`src/rtl/alarm_matcher_pkg.sv`:
```
package alarm_matcher_pkg;

    localparam int unsigned BYTE_W = 8;
    localparam int unsigned SEL_W  = 3;
    localparam int unsigned FIELDS = 4;

    // bit positions inside control and flags bytes
    localparam int unsigned CTRL_IE_BIT = 7;
    localparam int unsigned CTRL_BK_BIT = 5;
    localparam int unsigned FLAG_AF_BIT = 6;

    typedef enum logic [SEL_W-1:0] {
        SEL_SEC  = 3'd0,
        SEL_MIN  = 3'd1,
        SEL_HOUR = 3'd2,
        SEL_DATE = 3'd3,
        SEL_CTRL = 3'd4,
        SEL_FLAG = 3'd5
    } reg_sel_e;

    typedef enum logic [2:0] {
        RM_SECOND,
        RM_MINUTE,
        RM_HOUR,
        RM_DAY,
        RM_MONTH
    } rep_mode_e;

    // field 0 = seconds ... field 3 = date
    typedef struct packed {
        logic [BYTE_W-1:0] date;
        logic [BYTE_W-1:0] hour;
        logic [BYTE_W-1:0] min;
        logic [BYTE_W-1:0] sec;
    } tstamp_t;

    // code bit 3 comes from date, bit 0 from seconds
    function automatic rep_mode_e decode_rpt(input logic [FIELDS-1:0] code);
        case (code)
            4'b1110: return RM_MINUTE;
            4'b1100: return RM_HOUR;
            4'b1000: return RM_DAY;
            4'b0000: return RM_MONTH;
            default: return RM_SECOND;
        endcase
    endfunction

    // which fields must be equal for a hit
    function automatic logic [FIELDS-1:0] need_mask(input rep_mode_e m);
        case (m)
            RM_MINUTE: return 4'b0001;
            RM_HOUR:   return 4'b0011;
            RM_DAY:    return 4'b0111;
            RM_MONTH:  return 4'b1111;
            default:   return 4'b0000;
        endcase
    endfunction

endpackage

```
`src/rtl/alarm_regs.sv`:
```
module alarm_regs
    import alarm_matcher_pkg::*;
#(
    parameter int unsigned DW = BYTE_W,
    parameter int unsigned SW = SEL_W,
    parameter int unsigned NF = FIELDS
) (
    input  logic             clk,
    input  logic             rst,
    input  logic             wr_en,
    input  logic [SW-1:0]    wr_sel,
    input  logic [DW-1:0]    wr_data,
    input  logic             rd_en,
    input  logic [SW-1:0]    rd_sel,
    input  logic             af,
    output logic [NF*DW-1:0] alarm_bus,
    output logic             ie,
    output logic             bk,
    output logic             flag_rd,
    output logic [DW-1:0]    rd_data
);

    logic [NF-1:0][DW-1:0] alm;
    logic [DW-1:0]         rd_mux;
    logic [DW-1:0]         rd_q;
    logic                  ie_q;
    logic                  bk_q;

    for (genvar i = 0; i < NF; i++) begin : g_fld
        logic [DW-1:0] q;
        always_ff @(posedge clk) begin
            if (rst) begin
                q <= '0;
            end else if (wr_en && wr_sel == SW'(i)) begin
                q <= wr_data;
            end
        end
        assign alm[i] = q;
    end

    always_ff @(posedge clk) begin
        if (rst) begin
            ie_q <= 1'b0;
            bk_q <= 1'b0;
        end else if (wr_en && wr_sel == SEL_CTRL) begin
            ie_q <= wr_data[CTRL_IE_BIT];
            bk_q <= wr_data[CTRL_BK_BIT];
        end
    end

    always_comb begin
        rd_mux = '0;
        for (int i = 0; i < NF; i++) begin
            if (rd_sel == SW'(i)) begin
                rd_mux = alm[i];
            end
        end
        if (rd_sel == SEL_CTRL) begin
            rd_mux[CTRL_IE_BIT] = ie_q;
            rd_mux[CTRL_BK_BIT] = bk_q;
        end
        if (rd_sel == SEL_FLAG) begin
            rd_mux[FLAG_AF_BIT] = af;
        end
    end

    always_ff @(posedge clk) begin
        if (rst) begin
            rd_q <= '0;
        end else if (rd_en) begin
            rd_q <= rd_mux;
        end
    end

    assign alarm_bus = alm;
    assign ie        = ie_q;
    assign bk        = bk_q;
    assign flag_rd   = rd_en && (rd_sel == SEL_FLAG);
    assign rd_data   = rd_q;

endmodule

```
`src/rtl/alarm_cmp.sv`:
```
module alarm_cmp
    import alarm_matcher_pkg::*;
#(
    parameter int unsigned DW = BYTE_W,
    parameter int unsigned NF = FIELDS
) (
    input  logic [NF*DW-1:0] now_bus,
    input  logic [NF*DW-1:0] alarm_bus,
    output logic             hit
);

    localparam int unsigned CW = DW - 1;

    logic [NF-1:0] eq;
    logic [NF-1:0] rpt;
    logic [NF-1:0] need;
    logic [NF-1:0] unused_now_msb;
    rep_mode_e     mode;

    for (genvar i = 0; i < NF; i++) begin : g_cmp
        logic [DW-1:0] n_b;
        logic [DW-1:0] a_b;
        assign n_b               = now_bus[i*DW +: DW];
        assign a_b               = alarm_bus[i*DW +: DW];
        assign eq[i]             = (n_b[CW-1:0] == a_b[CW-1:0]);
        assign rpt[i]            = a_b[CW];
        assign unused_now_msb[i] = n_b[CW];
    end

    assign mode = decode_rpt(rpt);
    assign need = need_mask(mode);
    assign hit  = &(eq | ~need);

endmodule

```
`src/rtl/alarm_flag.sv`:
```
module alarm_flag (
    input  logic clk,
    input  logic rst,
    input  logic tick,
    input  logic hit,
    input  logic flag_rd,
    input  logic ie,
    input  logic bk,
    input  logic backup,
    output logic af,
    output logic irq
);

    logic set_ev;
    logic irq_ok;
    logic af_q;
    logic irq_q;

    assign set_ev = tick && hit;
    assign irq_ok = ie && (!backup || bk);

    always_ff @(posedge clk) begin
        if (rst) begin
            af_q <= 1'b0;
        end else if (set_ev) begin
            af_q <= 1'b1;
        end else if (flag_rd) begin
            af_q <= 1'b0;
        end
    end

    always_ff @(posedge clk) begin
        if (rst) begin
            irq_q <= 1'b0;
        end else if (set_ev && irq_ok) begin
            irq_q <= 1'b1;
        end else if (flag_rd) begin
            irq_q <= 1'b0;
        end
    end

    assign af  = af_q;
    assign irq = irq_q;

endmodule

```
`src/rtl/alarm_matcher.sv`:
```
module alarm_matcher
    import alarm_matcher_pkg::*;
(
    input  logic              clk,
    input  logic              rst,
    input  logic              tick,
    input  logic [BYTE_W-1:0] now_sec,
    input  logic [BYTE_W-1:0] now_min,
    input  logic [BYTE_W-1:0] now_hour,
    input  logic [BYTE_W-1:0] now_date,
    input  logic              backup,
    input  logic              wr_en,
    input  logic [SEL_W-1:0]  wr_sel,
    input  logic [BYTE_W-1:0] wr_data,
    input  logic              rd_en,
    input  logic [SEL_W-1:0]  rd_sel,
    output logic [BYTE_W-1:0] rd_data,
    output logic              irq
);

    tstamp_t                   now_ts;
    logic [FIELDS*BYTE_W-1:0]  alarm_bus;
    logic                      ie;
    logic                      bk;
    logic                      flag_rd;
    logic                      hit;
    logic                      af;

    assign now_ts = '{date: now_date, hour: now_hour, min: now_min, sec: now_sec};

    alarm_regs #(.DW(BYTE_W), .SW(SEL_W), .NF(FIELDS)) u_regs (
        .clk       (clk),
        .rst       (rst),
        .wr_en     (wr_en),
        .wr_sel    (wr_sel),
        .wr_data   (wr_data),
        .rd_en     (rd_en),
        .rd_sel    (rd_sel),
        .af        (af),
        .alarm_bus (alarm_bus),
        .ie        (ie),
        .bk        (bk),
        .flag_rd   (flag_rd),
        .rd_data   (rd_data)
    );

    alarm_cmp #(.DW(BYTE_W), .NF(FIELDS)) u_cmp (
        .now_bus   (now_ts),
        .alarm_bus (alarm_bus),
        .hit       (hit)
    );

    alarm_flag u_flag (
        .clk     (clk),
        .rst     (rst),
        .tick    (tick),
        .hit     (hit),
        .flag_rd (flag_rd),
        .ie      (ie),
        .bk      (bk),
        .backup  (backup),
        .af      (af),
        .irq     (irq)
    );

endmodule

```
`config.mk`:
```
export PLATFORM = sky130hd
export DESIGN_NAME = alarm_matcher
export DESIGN_NICKNAME = d
export VERILOG_FILES = /design/src/rtl/alarm_matcher_pkg.sv /design/src/rtl/alarm_regs.sv /design/src/rtl/alarm_cmp.sv /design/src/rtl/alarm_flag.sv /design/src/rtl/alarm_matcher.sv
export SDC_FILE = /design/constraint.sdc
export NUM_CORES = 1
export LEC_CHECK = 0
export BUFFER_PORTS_ARGS = -buffer_cell sky130_fd_sc_hd__buf_4
export CELL_PAD_IN_SITES_DETAIL_PLACEMENT = 1
export CELL_PAD_IN_SITES_GLOBAL_PLACEMENT = 1
export CORE_MARGIN = 3
export CORE_UTILIZATION = 39
export CTS_BUF_LIST = sky130_fd_sc_hd__clkbuf_8
export CTS_CLUSTER_SIZE = 30
export DETAILED_ROUTE_END_ITERATION = 6
export GPL_TIMING_DRIVEN = 0
export PLACE_DENSITY = 0.86
export SLEW_MARGIN = 20
export SYNTH_ARGS = -nofsm -noshare
export SYNTH_HDL_FRONTEND = slang
export SYNTH_SLANG_ARGS = --single-unit
export TNS_END_PERCENT = 30
```
`constraint.sdc`:
```
create_clock -name clk -period 1.6 [get_ports clk]
set_input_delay 0.24 -clock clk [delete_from_list [all_inputs] [get_ports clk]]
set_output_delay 0.24 -clock clk [all_outputs]
set_load 0.03 [all_outputs]
```
# Word level (Yosys, flattened, before mapping)
# Index checks and enable logic that the tools add are counted.
[op_classes]
eq_ne = 20
bitwise = 2
muxes = 12
reduce_logical = 17
[op_table]
columns = ["operator", "n"]
rows = [
  ["8-bit two-way mux", 4],
  ["7-bit == test", 4],
  ["3-bit by 2-bit == test with 1-bit output, second input constant", 6],
  ["4-bit one-hot mux with 4 select lines", 1],
  ["3-bit == test, second input constant", 4],
  ["4-bit == test, second input constant", 3],
  ["3-bit one-hot mux with 4 select lines", 1],
  ["3-bit by 1-bit == test with 1-bit output, second input constant", 3],
  ["1-bit logical AND", 9],
  ["3-bit zero test", 2],
  ["1-bit two-way mux", 6],
  ["4-bit zero test", 1],
  ["4-bit inverter", 1],
  ["4-bit bitwise OR", 1],
  ["4-bit AND reduction", 1],
  ["2-bit nonzero test", 2],
  ["1-bit zero test", 1],
  ["1-bit logical OR", 1],
]
[totals]
regBits = 44
out_inout_bits = 9
input_bits = 52

# Logic depth before layout (Yosys ltp)
[depth]
word_depth = 10
ltp_mapped = 7
depth_no_buf = 5

# Hierarchy
# From an unflattened synthesis, not the netlist that was laid out.
[hier_totals]
hier_cells = 247
area_unflattened_um2 = 2233.4
[by_module_without_submodules]
columns = ["module", "area_per_inst_um2", "cells_per_inst", "n_inst"]
rows = [
  ["alarm_regs", 1799.2, 194, 1],
  ["alarm_cmp", 351.6, 44, 1],
  ["alarm_flag", 82.6, 9, 1],
]

# Worst setup path after synthesis
# OpenSTA, ideal clock, no wires.
[synth_timing]
kind = "register -> register"
startpoint = "register u_regs.g_fld[0].q[6]"
endpoint = "register u_flag.irq_q, in the netlist u_flag.irq"
period_less_slack_ns = 1.459
required_ns = 1.516
slack_ns = 0.141
t_arrival_ns = 1.375
path_stages_with_launch = 6
path_cell_list = "dfxtp_1 xor2_1 nor4_1 nand4_1 o31a_1 o31ai_2"
[synth_between]
elab_chain_cells = 6
word_cells_on_any_way = 7
cone_classes = "eq/ne: 1; mux: 1; bitwise: 1; reduce/logical: 4"
[synth_lines]
columns = ["item", "line", "source"]
rows = [
  ["start: declaration", "alarm_regs.sv:30", "logic [DW-1:0] q;"],
  ["start signal: assignment", "alarm_regs.sv:35", "q <= wr_data;"],
  ["7-bit == test *", "alarm_cmp.sv:25", "assign eq[i] = (n_b[CW-1:0] == a_b[CW-1:0]);"],
  ["4-bit bitwise OR *", "alarm_cmp.sv:32", "assign hit = &(eq | ~need);"],
  ["4-bit AND reduction *", "alarm_cmp.sv:32", ""],
  ["1-bit logical AND *", "alarm_flag.sv:19", "assign set_ev = tick && hit;"],
  ["1-bit logical AND *", "alarm_flag.sv:35", "end else if (set_ev && irq_ok) begin"],
  ["1-bit two-way mux / 2-bit nonzero test (equally long branches)", "--", ""],
  ["end signal: assignment", "alarm_flag.sv:34", "irq_q <= 1'b0;"],
  ["end signal: assignment", "alarm_flag.sv:36", "irq_q <= 1'b1;"],
  ["end signal: assignment", "alarm_flag.sv:38", "irq_q <= 1'b0;"],
  ["end: declaration", "alarm_flag.sv:17", "logic irq_q;"],
]
# Every way passes the cells marked *; elsewhere a longest branch is shown, timed or not.
# A chain may end at the register's enable or synchronous reset.

# Worst setup path after layout
[layout_timing]
startpoint = "register u_regs.g_fld[1].q[6]"
endpoint = "register u_flag.irq_q, in the netlist u_flag.irq"
[layout_between]
elab_chain_cells = 6
word_cells_on_any_way = 7
cone_classes = "eq/ne: 1; mux: 1; bitwise: 1; reduce/logical: 4"
[layout_lines]
columns = ["item", "line"]
rows = [
  ["start: declaration", "alarm_regs.sv:30"],
  ["start signal: assignment", "alarm_regs.sv:35"],
  ["7-bit == test *", "alarm_cmp.sv:25"],
  ["4-bit bitwise OR *", "alarm_cmp.sv:32"],
  ["4-bit AND reduction *", "alarm_cmp.sv:32"],
  ["1-bit logical AND *", "alarm_flag.sv:19"],
  ["1-bit logical AND *", "alarm_flag.sv:35"],
  ["1-bit two-way mux / 2-bit nonzero test (equally long branches)", "--"],
]
# Marks and branches as above.

==> metrics <==
Reg-to-Reg Start=u_regs.g_fld[1].q[6]$_SDFFE_PP0P_; WL final=just over 7000 um; placed cell count=401; layout cell share with drive strength beyond 1=around 22%; synth top area cells=dfxtp_1 40%, nand2_1 12%, a21oi_1 8.9%; Root Buffer=clkbuf_8; Yosys top cell area share=between 40% and 50%; synthesized instance count=about 280; FMAX=approximately 600 MHz; nature of the critical path startpoint=flip-flop; first-pass GRT wire length=11300 um; Worst Path Required=1.83 ns; residual DRC count=0; Hold Vio Cnt, Final=0; Die Ht=~80 um; DR WL/cell=between 15 and 20 um; crit path cell chain=xor2_1 -> nor4_2 -> nand4_1 -> a221o_2 -> o31ai_2; largest net degree at the start of global routing=13; max incr delay on CP=between 0.3 and 0.4 ns; Period minus WS final=between 1.5 and 2 ns; die width=81.0 um; vias per cell=~5.3; leakage power=between 0.001 and 0.0015 uW; delay-heaviest family, CP=compound AO/OA/AOI/OAI gates; final setup fails=2; slowest CP cell=a221o_2; most common cell after layout, fill and taps aside=nand2_1; vias in the first global route=between 2000 and 2500; Layout Cells excl Fill=410; status=finished, violations left; Setup WS post-layout=-0.0685 ns; Final TNS setup=-0.0973 ns; top-level I/O count=between 60 and 70; Core Region=between 0.005 and 0.006 mm^2; initial antenna violation count=0; htree depth=2; fin crit share=104%; post-detailed-route count of antenna-violating nets=0; n_diodes=0; NumNets Final=approximately 390; Total Routing Usage GR=~23%; Hold Startpoint=wr_data[4]; mean area per synthesized cell=around 7.9 um^2; cell area after placement=approximately 0.0027 mm^2; CTS Buf Count=5; Slew HR=around three fifths; RSZ-0062 raised after global routing=true; Layout area overhead=27.8%; Critical Path Start=u_regs.g_fld[1].q[6]$_SDFFE_PP0P_; number of DRC markers in iteration 0=between 80 and 90; Hold Path Class=in -> reg; failing checks=setup timing; dpl hpwl=roughly 5600 um; Routability Congestion=0.860; CTS tree=done; CP Capture Type=flip-flop; number of clock sinks=44; Crit path arrival time=roughly 1.9 ns; Worst Path Buf+Inv=0; Peak VDD IR=415 uV; worst skew pair latency=~0.30 ns; flops & latches, synth=44; Layout Utilization=53.2%; Worst-Margin Slew=between 0.5 and 0.6 ns; DRT Pass-1 Iters=4; gr ovfl total=0; Syn Nets=330; final instance area=about 0.0028 mm^2; post-synth top area cell=dfxtp_1; Seq/Total Area, Yosys=40.2%; pre-CTS setup slack=-0.144 ns; Reg clk slew, reported paths=around 0.080 ns; total power per unit cell area=a little under 800 mW/mm^2; synthesized cell area=around 0.0022 mm^2; Final Skew=0.00680 ns; worst setup path class=reg -> reg; most frequent cells in the layout=70 x nand2_1, 54 x buf_4, 39 x a21oi_1; row cnt=26; Vias=about 2200; Yosys warnings=0; clk buf depth=2; port buffer count=53; max-cap violations=0; initial core utilization=between 40% and 50%; number of distinct library cells after synthesis=36; die area=roughly 0.0066 mm^2; Final Max Slew Viols=0; Worst Path Max Fanout=3
layout make-up:
| type | count | area (um^2) |
|---|---|---|
| fillers | 681 | 2470 |
| multi-input cells | 216 | 1260 |
| flip-flops and latches | 44 | 888 |
| repair buffers | 54 | 405 |
| well taps | 70 | 87.6 |
| clock buffers | 6 | 82.6 |
| plain buffers | 16 | 62.6 |
| clock inverters | 2 | 7.51 |
| inverters | 2 | 7.51 |
Yosys cell counts:
cell / number
and3b_1: 1
a211oi_1: 7
buf_2: 2
a2bb2oi_1: 5
nand2b_1: 2
and3_1: 2
xor2_1: 16
a22o_1: 1
nand2_1: 70
clkbuf_1: 13
nor2_1: 21
a22oi_1: 1
nand3b_1: 1
buf_1: 1
nor4_1: 4
o21ai_0: 2
o31ai_2: 1
o22a_1: 1
nor2b_1: 4
inv_1: 2
a311oi_1: 1
a41oi_1: 1
a21oi_1: 39
a31oi_1: 1
dfxtp_1: 44
nand3_1: 2
xnor2_1: 12
and2_1: 2
or2_2: 1
o221a_2: 1
nor3_1: 2
o31a_1: 1
a221o_2: 1
nand4_1: 3
mux4_2: 1
mux2i_1: 9
report_power, final:
part,internal [uW],total (uW),switching [uW]
Clock,340,726,386
Combinational,163,345,182
Sequential,1120,1150,26.4
Total,1630,2220,594
metrics by stage:
| stage | total power, uW | hold slack (ns) |
|---|---|---|
| 2_1_floorplan | 1340 | 0.376 |
| 3_3_place_gp | 1500 | 0.451 |
| 3_5_place_dp | 1510 | 0.464 |
| 4_1_cts | 2210 | 0.211 |
| 5_1_grt | 2300 | 0.217 |
| 6_report | 2220 | 0.205 |
final timing paths:
kind,slack (ns),depth (start not counted),to
min reg2reg,0.48,2,u_flag.irq$_SDFFE_PP0P_
max reg2reg,-0.07,5,u_flag.irq$_SDFFE_PP0P_
max,-0.07,5,u_flag.irq$_SDFFE_PP0P_
min,0.21,3,u_regs.g_fld[2].q[4]$_SDFFE_PP0P_
flip-flops by register name, indices dropped and copies added, names as in the netlist:
register,flops
u_regs.bk,1
u_regs.g_fld.q,32
u_regs.ie,1
u_flag.irq,1
u_regs.rd_data,8
u_flag.af,1
layer usage:
metal / GRT usage (%) / vias to the layer above / part of all wire, % / wire length, um
met1: 28.0 / 1036 / 43 / 3010
met2: 41.3 / 67 / 51 / 3630
li1: - / 1066 / - / -
met3: 3.66 / 11 / 4.9 / 348
met5: 0 / - / 0 / 0
met4: 6.42 / 0 / 1.2 / 87
kinds of logic after synthesis:
group,share of synthesized area (%)
AOI/OAI and AO/OA,18.0
xor gates and xnor gates,11.2
buffers and inverters,3.19
DFF,40.2
muxes,5.13
and+or+nand+nor,22.4
worst register-to-register path, cell delays in order, from the launching register on:
cell and delay, ns:
dfxtp_1 0.35, xor2_1 0.18, nor4_2 0.30, nand4_1 0.20, a221o_2 0.39, o31ai_2 0.16
timing repair:
action,in CTS,in global routing
buffers inserted,1,0
gates resized for setup,7,2
pin swaps,6,4
setup endpoints to repair,2,2
hold buffers,0,0
Power figures use the tool's default switching activity.
